--- config.mk ---
export PLATFORM = sky130hd
export DESIGN_NAME = pme_logger
export DESIGN_NICKNAME = d
export VERILOG_FILES = /design/src/rtl/pme_log_pkg.sv /design/src/rtl/pme_log_regs.sv /design/src/rtl/pme_log_slots.sv /design/src/rtl/pme_log_route.sv /design/src/rtl/pme_logger.sv
export SDC_FILE = /design/constraint.sdc
export NUM_CORES = 1
export LEC_CHECK = 0
export BUFFER_PORTS_ARGS = -buffer_cell sky130_fd_sc_hd__buf_2
export CORE_MARGIN = 1
export CORE_UTILIZATION = 39
export CTS_BUF_LIST = sky130_fd_sc_hd__clkbuf_4 sky130_fd_sc_hd__clkbuf_8 sky130_fd_sc_hd__clkbuf_16
export CTS_CLUSTER_SIZE = 25
export DETAILED_ROUTE_END_ITERATION = 8
export GPL_ROUTABILITY_DRIVEN = 0
export HOLD_SLACK_MARGIN = 0.08
export PLACE_DENSITY_LB_ADDON = 0.05
export SETUP_SLACK_MARGIN = 0.1
export SYNTH_ARGS = -nofsm -noshare
export SYNTH_HDL_FRONTEND = slang
export SYNTH_SLANG_ARGS = --single-unit
export TNS_END_PERCENT = 50
--- constraint.sdc ---
create_clock -name clk -period 2.03 [get_ports clk]
set_clock_uncertainty 0.05 [all_clocks]
set_input_delay 0.203 -clock clk [delete_from_list [all_inputs] [get_ports clk]]
set_output_delay 0.203 -clock clk [all_outputs]
set_load 0.03 [all_outputs]
--- src/rtl/pme_log_pkg.sv ---
package pme_log_pkg;

    localparam int RID_W  = 16;
    localparam int DATA_W = 32;
    localparam int ADDR_W = 2;

    // control word bit positions
    localparam int CTL_INT_BIT = 0;
    localparam int CTL_SCI_BIT = 1;
    localparam int CTL_SMI_BIT = 2;

    // log register bit positions
    localparam int LOG_VIS_BIT  = RID_W;
    localparam int LOG_WAIT_BIT = RID_W + 1;

    // event status register bit positions
    localparam int EVS_SCI_BIT = 31;
    localparam int EVS_SMI_BIT = 0;

    typedef logic [RID_W-1:0]  rid_t;
    typedef logic [DATA_W-1:0] word_t;

    typedef enum logic [ADDR_W-1:0] {
        SEL_CTRL  = 2'd0,
        SEL_LOG   = 2'd1,
        SEL_EVSTS = 2'd2
    } reg_sel_e;

    typedef struct packed {
        logic smi_en;
        logic sci_en;
        logic int_en;
    } route_en_t;

    typedef struct packed {
        logic ack_log;
        logic ack_sci;
        logic ack_smi;
        logic int_rise;
    } sw_cmd_t;

    typedef struct packed {
        logic vis;
        logic wait_full;
        rid_t rid;
    } log_view_t;

    function automatic word_t log_word(log_view_t v);
        word_t w;
        w = '0;
        w[RID_W-1:0]   = v.rid;
        w[LOG_VIS_BIT]  = v.vis;
        w[LOG_WAIT_BIT] = v.wait_full;
        return w;
    endfunction

    function automatic word_t evsts_word(logic sci, logic smi);
        word_t w;
        w = '0;
        w[EVS_SCI_BIT] = sci;
        w[EVS_SMI_BIT] = smi;
        return w;
    endfunction

endpackage

--- src/rtl/pme_log_regs.sv ---
module pme_log_regs
    import pme_log_pkg::*;
(
    input  logic              clk,
    input  logic              rst,
    input  logic              wr_en,
    input  logic [ADDR_W-1:0] wr_addr,
    input  word_t             wr_data,
    input  logic [ADDR_W-1:0] rd_addr,
    input  log_view_t         view,
    input  logic              sci_flag,
    input  logic              smi_flag,
    output route_en_t         en,
    output sw_cmd_t           cmd,
    output word_t             rd_data
);

    word_t ctrl_q;
    logic  hit_ctrl, hit_log, hit_evs;

    assign hit_ctrl = wr_en && (wr_addr == SEL_CTRL);
    assign hit_log  = wr_en && (wr_addr == SEL_LOG);
    assign hit_evs  = wr_en && (wr_addr == SEL_EVSTS);

    always_ff @(posedge clk) begin
        if (rst)           ctrl_q <= '0;
        else if (hit_ctrl) ctrl_q <= wr_data;
    end

    assign en.int_en = ctrl_q[CTL_INT_BIT];
    assign en.sci_en = ctrl_q[CTL_SCI_BIT];
    assign en.smi_en = ctrl_q[CTL_SMI_BIT];

    always_comb begin
        cmd.ack_log  = hit_log && wr_data[LOG_VIS_BIT];
        cmd.ack_sci  = hit_evs && wr_data[EVS_SCI_BIT];
        cmd.ack_smi  = hit_evs && wr_data[EVS_SMI_BIT];
        cmd.int_rise = hit_ctrl && wr_data[CTL_INT_BIT] && !en.int_en && view.vis;
    end

    always_comb begin
        case (rd_addr)
            SEL_CTRL:  rd_data = ctrl_q;
            SEL_LOG:   rd_data = log_word(view);
            SEL_EVSTS: rd_data = evsts_word(sci_flag, smi_flag);
            default:   rd_data = '0;
        endcase
    end

    // the late-interrupt strobe only fires on a genuine rising edge
    p_rise_only_from_low_r8: assert property (@(posedge clk) disable iff (rst)
        cmd.int_rise |=> en.int_en);

endmodule

--- src/rtl/pme_log_slots.sv ---
module pme_log_slots
    import pme_log_pkg::*;
(
    input  logic      clk,
    input  logic      rst,
    input  logic      msg_valid,
    input  rid_t      msg_rid,
    input  logic      ack,
    output log_view_t view,
    output logic      evt
);

    logic vis_q, wait_q;
    rid_t rid_q, hid_q;
    logic vis_n, wait_n;
    rid_t rid_n, hid_n;
    logic promote, vis_after_ack;

    always_comb begin
        promote       = ack && wait_q;
        vis_after_ack = vis_q && !ack;
        vis_n  = vis_q;
        wait_n = wait_q;
        rid_n  = rid_q;
        hid_n  = hid_q;
        evt    = 1'b0;
        if (promote) begin
            vis_n  = 1'b1;
            wait_n = 1'b0;
            rid_n  = hid_q;
            evt    = 1'b1;
        end else if (ack) begin
            vis_n = 1'b0;
        end
        if (msg_valid) begin
            if (!promote && !vis_after_ack) begin
                vis_n = 1'b1;
                rid_n = msg_rid;
                evt   = 1'b1;
            end else if (promote || !wait_q) begin
                hid_n  = msg_rid;
                wait_n = 1'b1;
            end
        end
    end

    always_ff @(posedge clk) begin
        if (rst) begin
            vis_q  <= 1'b0;
            wait_q <= 1'b0;
            rid_q  <= '0;
            hid_q  <= '0;
        end else begin
            vis_q  <= vis_n;
            wait_q <= wait_n;
            rid_q  <= rid_n;
            hid_q  <= hid_n;
        end
    end

    assign view.vis       = vis_q;
    assign view.wait_full = wait_q;
    assign view.rid       = rid_q;

    // a waiting entry never exists without a visible one
    p_wait_needs_vis_r3: assert property (@(posedge clk) disable iff (rst)
        wait_q |-> vis_q);

    // a message meeting a full log leaves the visible entry alone
    p_drop_when_full_r3: assert property (@(posedge clk) disable iff (rst)
        (msg_valid && vis_q && wait_q && !ack) |=> (rid_q == $past(rid_q)) && wait_q);

    // acknowledging with an entry waiting promotes it
    p_promote_r4: assert property (@(posedge clk) disable iff (rst)
        (ack && wait_q && !msg_valid) |=> vis_q && !wait_q && (rid_q == $past(hid_q)));

endmodule

--- src/rtl/pme_log_route.sv ---
module pme_log_route
    import pme_log_pkg::*;
(
    input  logic      clk,
    input  logic      rst,
    input  logic      evt,
    input  route_en_t en,
    input  sw_cmd_t   cmd,
    output logic      irq,
    output logic      gpe,
    output logic      smi_req,
    output logic      sci_flag,
    output logic      smi_flag
);

    always_ff @(posedge clk) begin
        if (rst) begin
            irq      <= 1'b0;
            gpe      <= 1'b0;
            smi_req  <= 1'b0;
            sci_flag <= 1'b0;
            smi_flag <= 1'b0;
        end else begin
            irq      <= (evt && en.int_en) || cmd.int_rise;
            gpe      <= evt && !en.int_en;
            smi_req  <= evt && en.smi_en;
            sci_flag <= (sci_flag && !cmd.ack_sci) || (evt && en.sci_en);
            smi_flag <= (smi_flag && !cmd.ack_smi) || (evt && en.smi_en);
        end
    end

    p_irq_on_event_r6: assert property (@(posedge clk) disable iff (rst)
        (evt && en.int_en) |=> irq && !gpe);

    p_gpe_on_event_r7: assert property (@(posedge clk) disable iff (rst)
        (evt && !en.int_en && !cmd.int_rise) |=> gpe && !irq);

    p_sci_sticky_r9: assert property (@(posedge clk) disable iff (rst)
        (evt && en.sci_en) |=> sci_flag);

    p_smi_both_r10: assert property (@(posedge clk) disable iff (rst)
        (evt && en.smi_en) |=> smi_req && smi_flag);

    p_quiet_without_event_r11: assert property (@(posedge clk) disable iff (rst)
        (!evt && !cmd.int_rise) |=> !irq && !gpe && !smi_req);

endmodule

--- src/rtl/pme_logger.sv ---
module pme_logger
    import pme_log_pkg::*;
(
    input  logic              clk,
    input  logic              rst,
    input  logic              msg_valid,
    input  logic [RID_W-1:0]  msg_rid,
    input  logic              wr_en,
    input  logic [ADDR_W-1:0] wr_addr,
    input  logic [DATA_W-1:0] wr_data,
    input  logic [ADDR_W-1:0] rd_addr,
    output logic [DATA_W-1:0] rd_data,
    output logic              irq,
    output logic              gpe,
    output logic              sci_sts,
    output logic              smi_req
);

    log_view_t view;
    route_en_t en;
    sw_cmd_t   cmd;
    logic      evt;
    logic      sci_flag, smi_flag;

    pme_log_regs u_regs (
        .clk      (clk),
        .rst      (rst),
        .wr_en    (wr_en),
        .wr_addr  (wr_addr),
        .wr_data  (wr_data),
        .rd_addr  (rd_addr),
        .view     (view),
        .sci_flag (sci_flag),
        .smi_flag (smi_flag),
        .en       (en),
        .cmd      (cmd),
        .rd_data  (rd_data)
    );

    pme_log_slots u_slots (
        .clk       (clk),
        .rst       (rst),
        .msg_valid (msg_valid),
        .msg_rid   (msg_rid),
        .ack       (cmd.ack_log),
        .view      (view),
        .evt       (evt)
    );

    pme_log_route u_route (
        .clk      (clk),
        .rst      (rst),
        .evt      (evt),
        .en       (en),
        .cmd      (cmd),
        .irq      (irq),
        .gpe      (gpe),
        .smi_req  (smi_req),
        .sci_flag (sci_flag),
        .smi_flag (smi_flag)
    );

    assign sci_sts = sci_flag;

    // a lone acknowledge empties the visible slot
    p_ack_clears_r5: assert property (@(posedge clk) disable iff (rst)
        (cmd.ack_log && !view.wait_full && !msg_valid) |=> !view.vis);

endmodule

==> results.sh, run 1 <==
export IMPL_required_ns=1.78
export IMPL_track_usage=0.2062
export IMPL_cts_buffer_depth=2
export IMPL_synthCells=473
export IMPL_synth_lib_cells_used_distinct=32
export IMPL_maxCapViolCount=0
export IMPL_hold_violations=0
export IMPL_critPathCapture="rd_data[17]"
export IMPL_clkLatencyLatePin_ns=0.34
export IMPL_post_cts_resized=0
export IMPL_dieArea_um2=10550
export IMPL_slew_violations=0
export IMPL_area_delta_synth_final_pct=31.06
export IMPL_powerDensity_nw_per_um2=672.5
export IMPL_timing_reg2reg_setup_slack_ns=0.51
export IMPL_vias_per_cell=5.098
export IMPL_worst_setup_path_start_kind="register"
export IMPL_slew_headroom=0.5269
export IMPL_nFillCells=994
export IMPL_seq_area_frac_synth=0.3593
export IMPL_tns_ns=0
export IMPL_die_h_um=102.7
export IMPL_grt_max_degree=52
export IMPL_fp_coreArea_um2=9819
export IMPL_synth_flop_cell="dfxtp_1"
export IMPL_cp_arrival_ns=1.48
export IMPL_overflow=0
export IMPL_numCtsBuffers=9
export IMPL_startpoint="u_slots.wait_q"
export IMPL_ys_ff_latch=71
export IMPL_tightest_slew_ns=0.7096
export IMPL_timing_rr_end="u_slots.rid_q[5]"
export IMPL_drc=0
export IMPL_path_clk_slew_ns=0.08
export IMPL_ant_nets=0
export IMPL_clockRootBuffer="clkbuf_8"
export IMPL_status="finished clean"
export IMPL_dieWidth_um=102.7
export IMPL_cp_end_kind="output pin"
export IMPL_cp_max_fo=23
export IMPL_syn_nets=529
export IMPL_ir_worst_vdd_mv=0.2825
export IMPL_routedWlPerCell_um=14.50
export IMPL_syn_avg_cell_area_um2=8.364
export IMPL_fmaxAchievable_ghz=0.5787
export IMPL_grt_antenna_before_repair=0
export IMPL_drt_iter0_drc=99
export IMPL_fin_nets=642
export IMPL_synth_edf_count=0
export IMPL_r2r_start="u_slots.wait_q"
export IMPL_via_count=3691
export IMPL_cts_htree_levels=3
export IMPL_cellLeakagePower_nw=2.101
export IMPL_io_buffers=91
export IMPL_cts_tree="yes"
export IMPL_start_util=0.4029
export IMPL_reg2reg_depth=5
export IMPL_fin_util=0.5280
export IMPL_grt_pass1_wl_mm=16.84
export IMPL_synth_area_um2=3956
export IMPL_fin_crit_ns=1.728
export IMPL_yosysWarnings=0
export IMPL_rsz0062_at_grt="false"
export IMPL_async_flop_share=0
export IMPL_cts_sinks=71
export IMPL_wl_mm=10.50
export IMPL_hold_path_class="in -> reg"
export IMPL_ioPinCount=92
export IMPL_drive_above_1_share=0.2183
export IMPL_final_setup_viol_count=0
export IMPL_drt_pass1_iter_count=4
export IMPL_diodes=0
export IMPL_critPathKind="reg -> out"
export IMPL_row_count=36
export IMPL_finalCritPeriodShare=0.8513
export IMPL_dpl_hpwl_mm=6.632
export IMPL_grt_pass1_vias=3461
## area by class of cell
class,instances,area [µm²],area share
Multi-Input combinational cell,338,2252,0.4344
Sequential cell,71,1423,0.2744
Clock buffer,9,123.9,0.02389
Timing Repair Buffer,149,1036,0.1998
Tap cell,133,166.4,0.03209
Inverter,17,63.81,0.01231
Clock inverter,7,120.1,0.02317
## layout by cell type, fill, tap and decap left out, types with 2 or more instances in the layout
cell type	synthesis	routed
buf_2	10	91
dfxtp_1	71	70
nand2_1	66	66
mux2i_1	51	51
dlygate4sd3_1	0	43
a21oi_1	35	35
nand2b_1	34	34
nor3b_1	32	32
nor2_1	20	20
nand3b_1	20	20
a211o_1	17	17
inv_1	17	17
a31oi_1	16	16
and4_1	16	16
and2_1	14	14
buf_4	1	12
clkbuf_8	0	9
bufinv_16	0	3
buf_12	0	3
o21ai_0	2	2
nand4b_1	2	2
o31ai_1	2	2
## worst max-delay path: stages, from the launching register on
cell     delay [ns]
dfxtp_2        0.37
buf_4          0.27
mux2i_1        0.11
nor2_1         0.15
buf_2          0.22
## where the power goes
group	internal [mW]	total, mW	switching, mW
Clock	0.821	1.40	0.577
Sequential	1.46	1.51	0.0470
Combinational	0.280	0.582	0.302
## Yosys cell counts (2+ instances only)
library cell  number  area [µm²]
o21ai_0            2       10.01
nand3b_1          20       150.1
nor2_1            20       75.07
a21oi_1           35       175.2
mux2i_1           51       510.5
dfxtp_1           71        1421
nand2b_1          34       212.7
buf_6              3       33.78
and4_1            16       140.1
nand4b_1           2       17.52
nand2_1           66       247.7
a31oi_1           16       100.1
and2_1            14       87.58
inv_1             17       63.81
o31ai_1            2       15.01
clkbuf_1          32       120.1
buf_2             10       50.05
nor3b_1           32       240.2
a211o_1           17       148.9
## sequential cells by signal, indices dropped and copies added, names as in the netlist
register / count
u_route.smi_req: 1
u_slots.rid_q: 16
u_slots.vis_q: 1
u_slots.hid_q: 16
u_route.gpe: 1
u_route.sci_flag: 1
u_route.irq: 1
u_regs.ctrl_q: 32
u_route.smi_flag: 1
u_slots.wait_q: 1
## layer usage
metal / GRT usage / vias up / routed length [µm]
met3: 0.02712 / 14 / 284
met5: 0 / - / 0
li1: - / 1859 / -
met1: 0.2637 / 1750 / 4966
met2: 0.3508 / 68 / 5073
met4: 0.08242 / 0 / 174
## how the worst min path moves through the flow
stage	startpoint	end	slack, ns	cells past startpoint
after CTS	msg_rid[0]	u_slots.hid_q[0]	0.09	3
after detailed placement	u_regs.ctrl_q[21]	u_regs.ctrl_q[21]	0.39	2
after global placement	u_regs.ctrl_q[21]	u_regs.ctrl_q[21]	0.39	2
after floorplan	wr_data[18]	u_regs.ctrl_q[18]	0.29	2
final	msg_rid[9]	u_slots.hid_q[9]	0.1	3
after global routing	msg_rid[0]	u_slots.hid_q[0]	0.09	3
## through the flow
stage                     worst slack [ns]  std cells  hold WS, ns  power [mW]  cell area (µm²)
final                               0.3018        724      0.09852       3.487             5185
after global routing                0.2085        724      0.08568       3.651             5185
after CTS                           0.2963        724      0.08867       3.520             5185
after detailed placement            0.4618        665       0.3943       2.061             4511
after global placement              0.4841        665       0.3898       2.049             4511
after floorplan                     0.3692        473       0.2890       1.879             3956
## repair_timing
item	CTS	global route
hold buffers	43	0
endpoints found under the hold margin	43	0
setup buffers	0	0
## logic make-up after synthesis
group           after synthesis  share of synthesized area
simple gates                212                     0.3156
compound gates               74                     0.1170
flops                        71                     0.3593
buf+inv                      64                    0.07337
mux                          52                     0.1347
Note: power is estimated with default switching activity, not from simulation.
==> run 2, diff against run 1 <==
--- a/config.mk
+++ b/config.mk
@@ -6,7 +6,6 @@
 export NUM_CORES = 1
 export LEC_CHECK = 0
 export BUFFER_PORTS_ARGS = -buffer_cell sky130_fd_sc_hd__buf_2
-export CORE_MARGIN = 1
 export CORE_UTILIZATION = 39
 export CTS_BUF_LIST = sky130_fd_sc_hd__clkbuf_4 sky130_fd_sc_hd__clkbuf_8 sky130_fd_sc_hd__clkbuf_16
 export CTS_CLUSTER_SIZE = 25
@@ -14,6 +13,7 @@
 export GPL_ROUTABILITY_DRIVEN = 0
 export HOLD_SLACK_MARGIN = 0.08
 export PLACE_DENSITY_LB_ADDON = 0.05
+export REMOVE_ABC_BUFFERS = 1
 export SETUP_SLACK_MARGIN = 0.1
 export SYNTH_ARGS = -nofsm -noshare
 export SYNTH_HDL_FRONTEND = slang
==> run 2 against run 1 <==
Effect of this change:
- sequential share of layout area grew 0.52 points
- critical endpoint unchanged
- power shrank 6.0%
- non-clock buffer count shrank 7
- routed wire length shrank 2.2%
- cell area shrank 1.8%
- first-iteration DRC count grew 28%
- core utilization shrank 0.94 points
==> results.sh, run 2 (same netlist as run 1, synthesis figures left out) <==
export IMPL_status="finished clean"
export IMPL_routedWlPerCell_um=14.31
export IMPL_final_common_cell="buf_2"
export IMPL_power_frac_seq=0.458
export IMPL_slowest_stage="dfxtp_2"
export IMPL_hold_violations=0
export IMPL_via_count=3574
export IMPL_internal_power_mw=2.413
export IMPL_reg2reg_depth=4
export IMPL_layout_common_cells="buf_2 (91), dfxtp_1 (69), nand2_1 (66)"
export IMPL_numCtsBuffers=9
export IMPL_finalCritPeriodShare=0.8163
export IMPL_fin_ws_ns=0.3729
export IMPL_timing_rr_end="u_slots.hid_q[10]"
export IMPL_path_clk_slew_ns=0.08
export IMPL_cellLeakagePower_nw=2.070
export IMPL_largest_reg_flops=32
export IMPL_clockPowerShare=0.366
export IMPL_timing_reg2reg_setup_slack_ns=0.59
export IMPL_tns_ns=0
export IMPL_clkLatencyLatePin_ns=0.34
export IMPL_route_met3_wl_um=314
export IMPL_min_from="msg_rid[3]"
export IMPL_hold_path_class="in -> reg"
export IMPL_m1WireLength_mm=5.093
export IMPL_start_util=0.4029
export IMPL_hold_depth=3
export IMPL_crit_family="buffers and inverters"
export IMPL_drt_pass1_iter_count=4
export IMPL_ioPinCount=92
export IMPL_drc=0
export IMPL_fin_nets=635
export IMPL_final_setup_viol_count=0
export IMPL_track_usage=0.2029
export IMPL_switchingPower_mw=0.8638
export IMPL_overflow=0
export IMPL_wl_mm=10.26
export IMPL_row_count=36
export IMPL_path_depth=4
export IMPL_die_h_um=102.7
export IMPL_area_delta_synth_final_pct=28.72
export IMPL_dieArea_um2=10550
export IMPL_switching_share=0.2636
export IMPL_diodes=0
export IMPL_ant_nets=0
export IMPL_highest_layer="met4"
export IMPL_cp_num_buf_inv=2
export IMPL_startpoint="u_slots.wait_q"
export IMPL_grt_antenna_before_repair=0
export IMPL_tightest_slew_ns=0.7202
export IMPL_cp_end_kind="output pin"
export IMPL_clockRootBuffer="clkbuf_8"
export IMPL_vias_per_cell=4.985
export IMPL_cts_tree="yes"
export IMPL_nFillCells=998
export IMPL_whs_endpoint="u_slots.hid_q[3]"
export IMPL_hold_ws_ns=0.09523
export IMPL_grt_pass1_vias=3326
export IMPL_dpl_hpwl_mm=6.439
export IMPL_maxCapViolCount=0
export IMPL_drt_iter0_drc=127
export IMPL_powerDensity_nw_per_um2=643.4
export IMPL_fp_coreArea_um2=9819
export IMPL_crit_path_cell_trace="buf_4 -> mux2i_1 -> nor2_1 -> buf_2"
export IMPL_cts_buffer_depth=2
export IMPL_share_comb_of_total_power=0.177
export IMPL_drive_above_1_share=0.2260
export IMPL_cts_htree_levels=3
export IMPL_cts_sinks=71
export IMPL_cp_arrival_ns=1.40
export IMPL_io_buffers=91
export IMPL_dieWidth_um=102.7
export IMPL_reg_top3="u_regs.ctrl_q x32, u_slots.hid_q x16, u_slots.rid_q x16"
export IMPL_slew_violations=0
export IMPL_largest_register="u_regs.ctrl_q"
export IMPL_cpPeakStageDelay_ns=0.40
export IMPL_post_cts_resized=0
export IMPL_place_ws_ns=0.4512
export IMPL_cp_max_fo=18
export IMPL_grt_max_degree=51
export IMPL_required_ns=1.78
export IMPL_wl_met2_mm=4.733
export IMPL_critPathKind="reg -> out"
export IMPL_r2r_start="u_slots.wait_q"
export IMPL_ir_worst_vdd_mv=0.2710
export IMPL_worst_setup_path_start_kind="register"
export IMPL_rsz0062_at_grt="false"
export IMPL_fmaxAchievable_ghz=0.6035
export IMPL_fin_crit_ns=1.657
export IMPL_slew_headroom=0.5199
export IMPL_grt_pass1_wl_mm=16.63
-- run 2: cell type report --
| class | count | area (µm²) | area share |
|---|---|---|---|
| Clock buffer | 13 | 172.7 | 0.03391 |
| Clock inverter | 3 | 40.04 | 0.007862 |
| Inverter | 17 | 63.81 | 0.01253 |
| Multi-Input combinational cell | 338 | 2252 | 0.4423 |
| Sequential cell | 71 | 1424 | 0.2796 |
| Tap cell | 133 | 166.4 | 0.03268 |
| Timing Repair Buffer | 142 | 973.4 | 0.1912 |
-- run 2: metal layers --
metal	vias up	GRT usage
met5	-	0
met2	65	0.3323
met1	1657	0.2736
met3	10	0.02780
li1	1842	-
met4	0	0.06923
-- run 2: what timing repair did --
item,CTS,global route
buffers inserted,0,0
endpoints found under the setup margin,0,0
hold buffers,34,0
hold endpoints to repair,34,0
-- run 2: worst max path at each step --
| stage | end | slack, ns |
|---|---|---|
| floorplan | u_slots.hid_q[0] | -0.24 |
| global placement | u_regs.ctrl_q[2] | 0.46 |
| detailed placement | u_regs.ctrl_q[9] | 0.45 |
| CTS | rd_data[17] | 0.34 |
| global route | rd_data[17] | 0.29 |
| finish | rd_data[17] | 0.37 |
-- run 2: power groups by stage --
stage / clock network, mW / registers [mW] / logic [mW]
2_1_floorplan: 0 / 1.55 / 0.272
3_3_place_gp: 0 / 1.53 / 0.524
3_5_place_dp: 0 / 1.53 / 0.532
4_1_cts: 1.25 / 1.50 / 0.584
5_1_grt: 1.31 / 1.51 / 0.637
6_report: 1.20 / 1.50 / 0.578
-- run 2: per-stage QoR --
step                  util  power (mW)  std cells  area, µm²
floorplan                -       1.817        426       3730
global placement    0.4623       2.055        667       4539
detailed placement  0.4623       2.063        667       4539
CTS                 0.5186       3.334        717       5092
global route        0.5186       3.454        717       5092
finish              0.5186       3.277        717       5092
-- run 2: worst reg2reg max path, cell delays in order (launching register included) --
cell and delay [ns]:
dfxtp_2 0.36, nand3b_1 0.20, mux2i_4 0.35, buf_12 0.21, mux2i_1 0.18
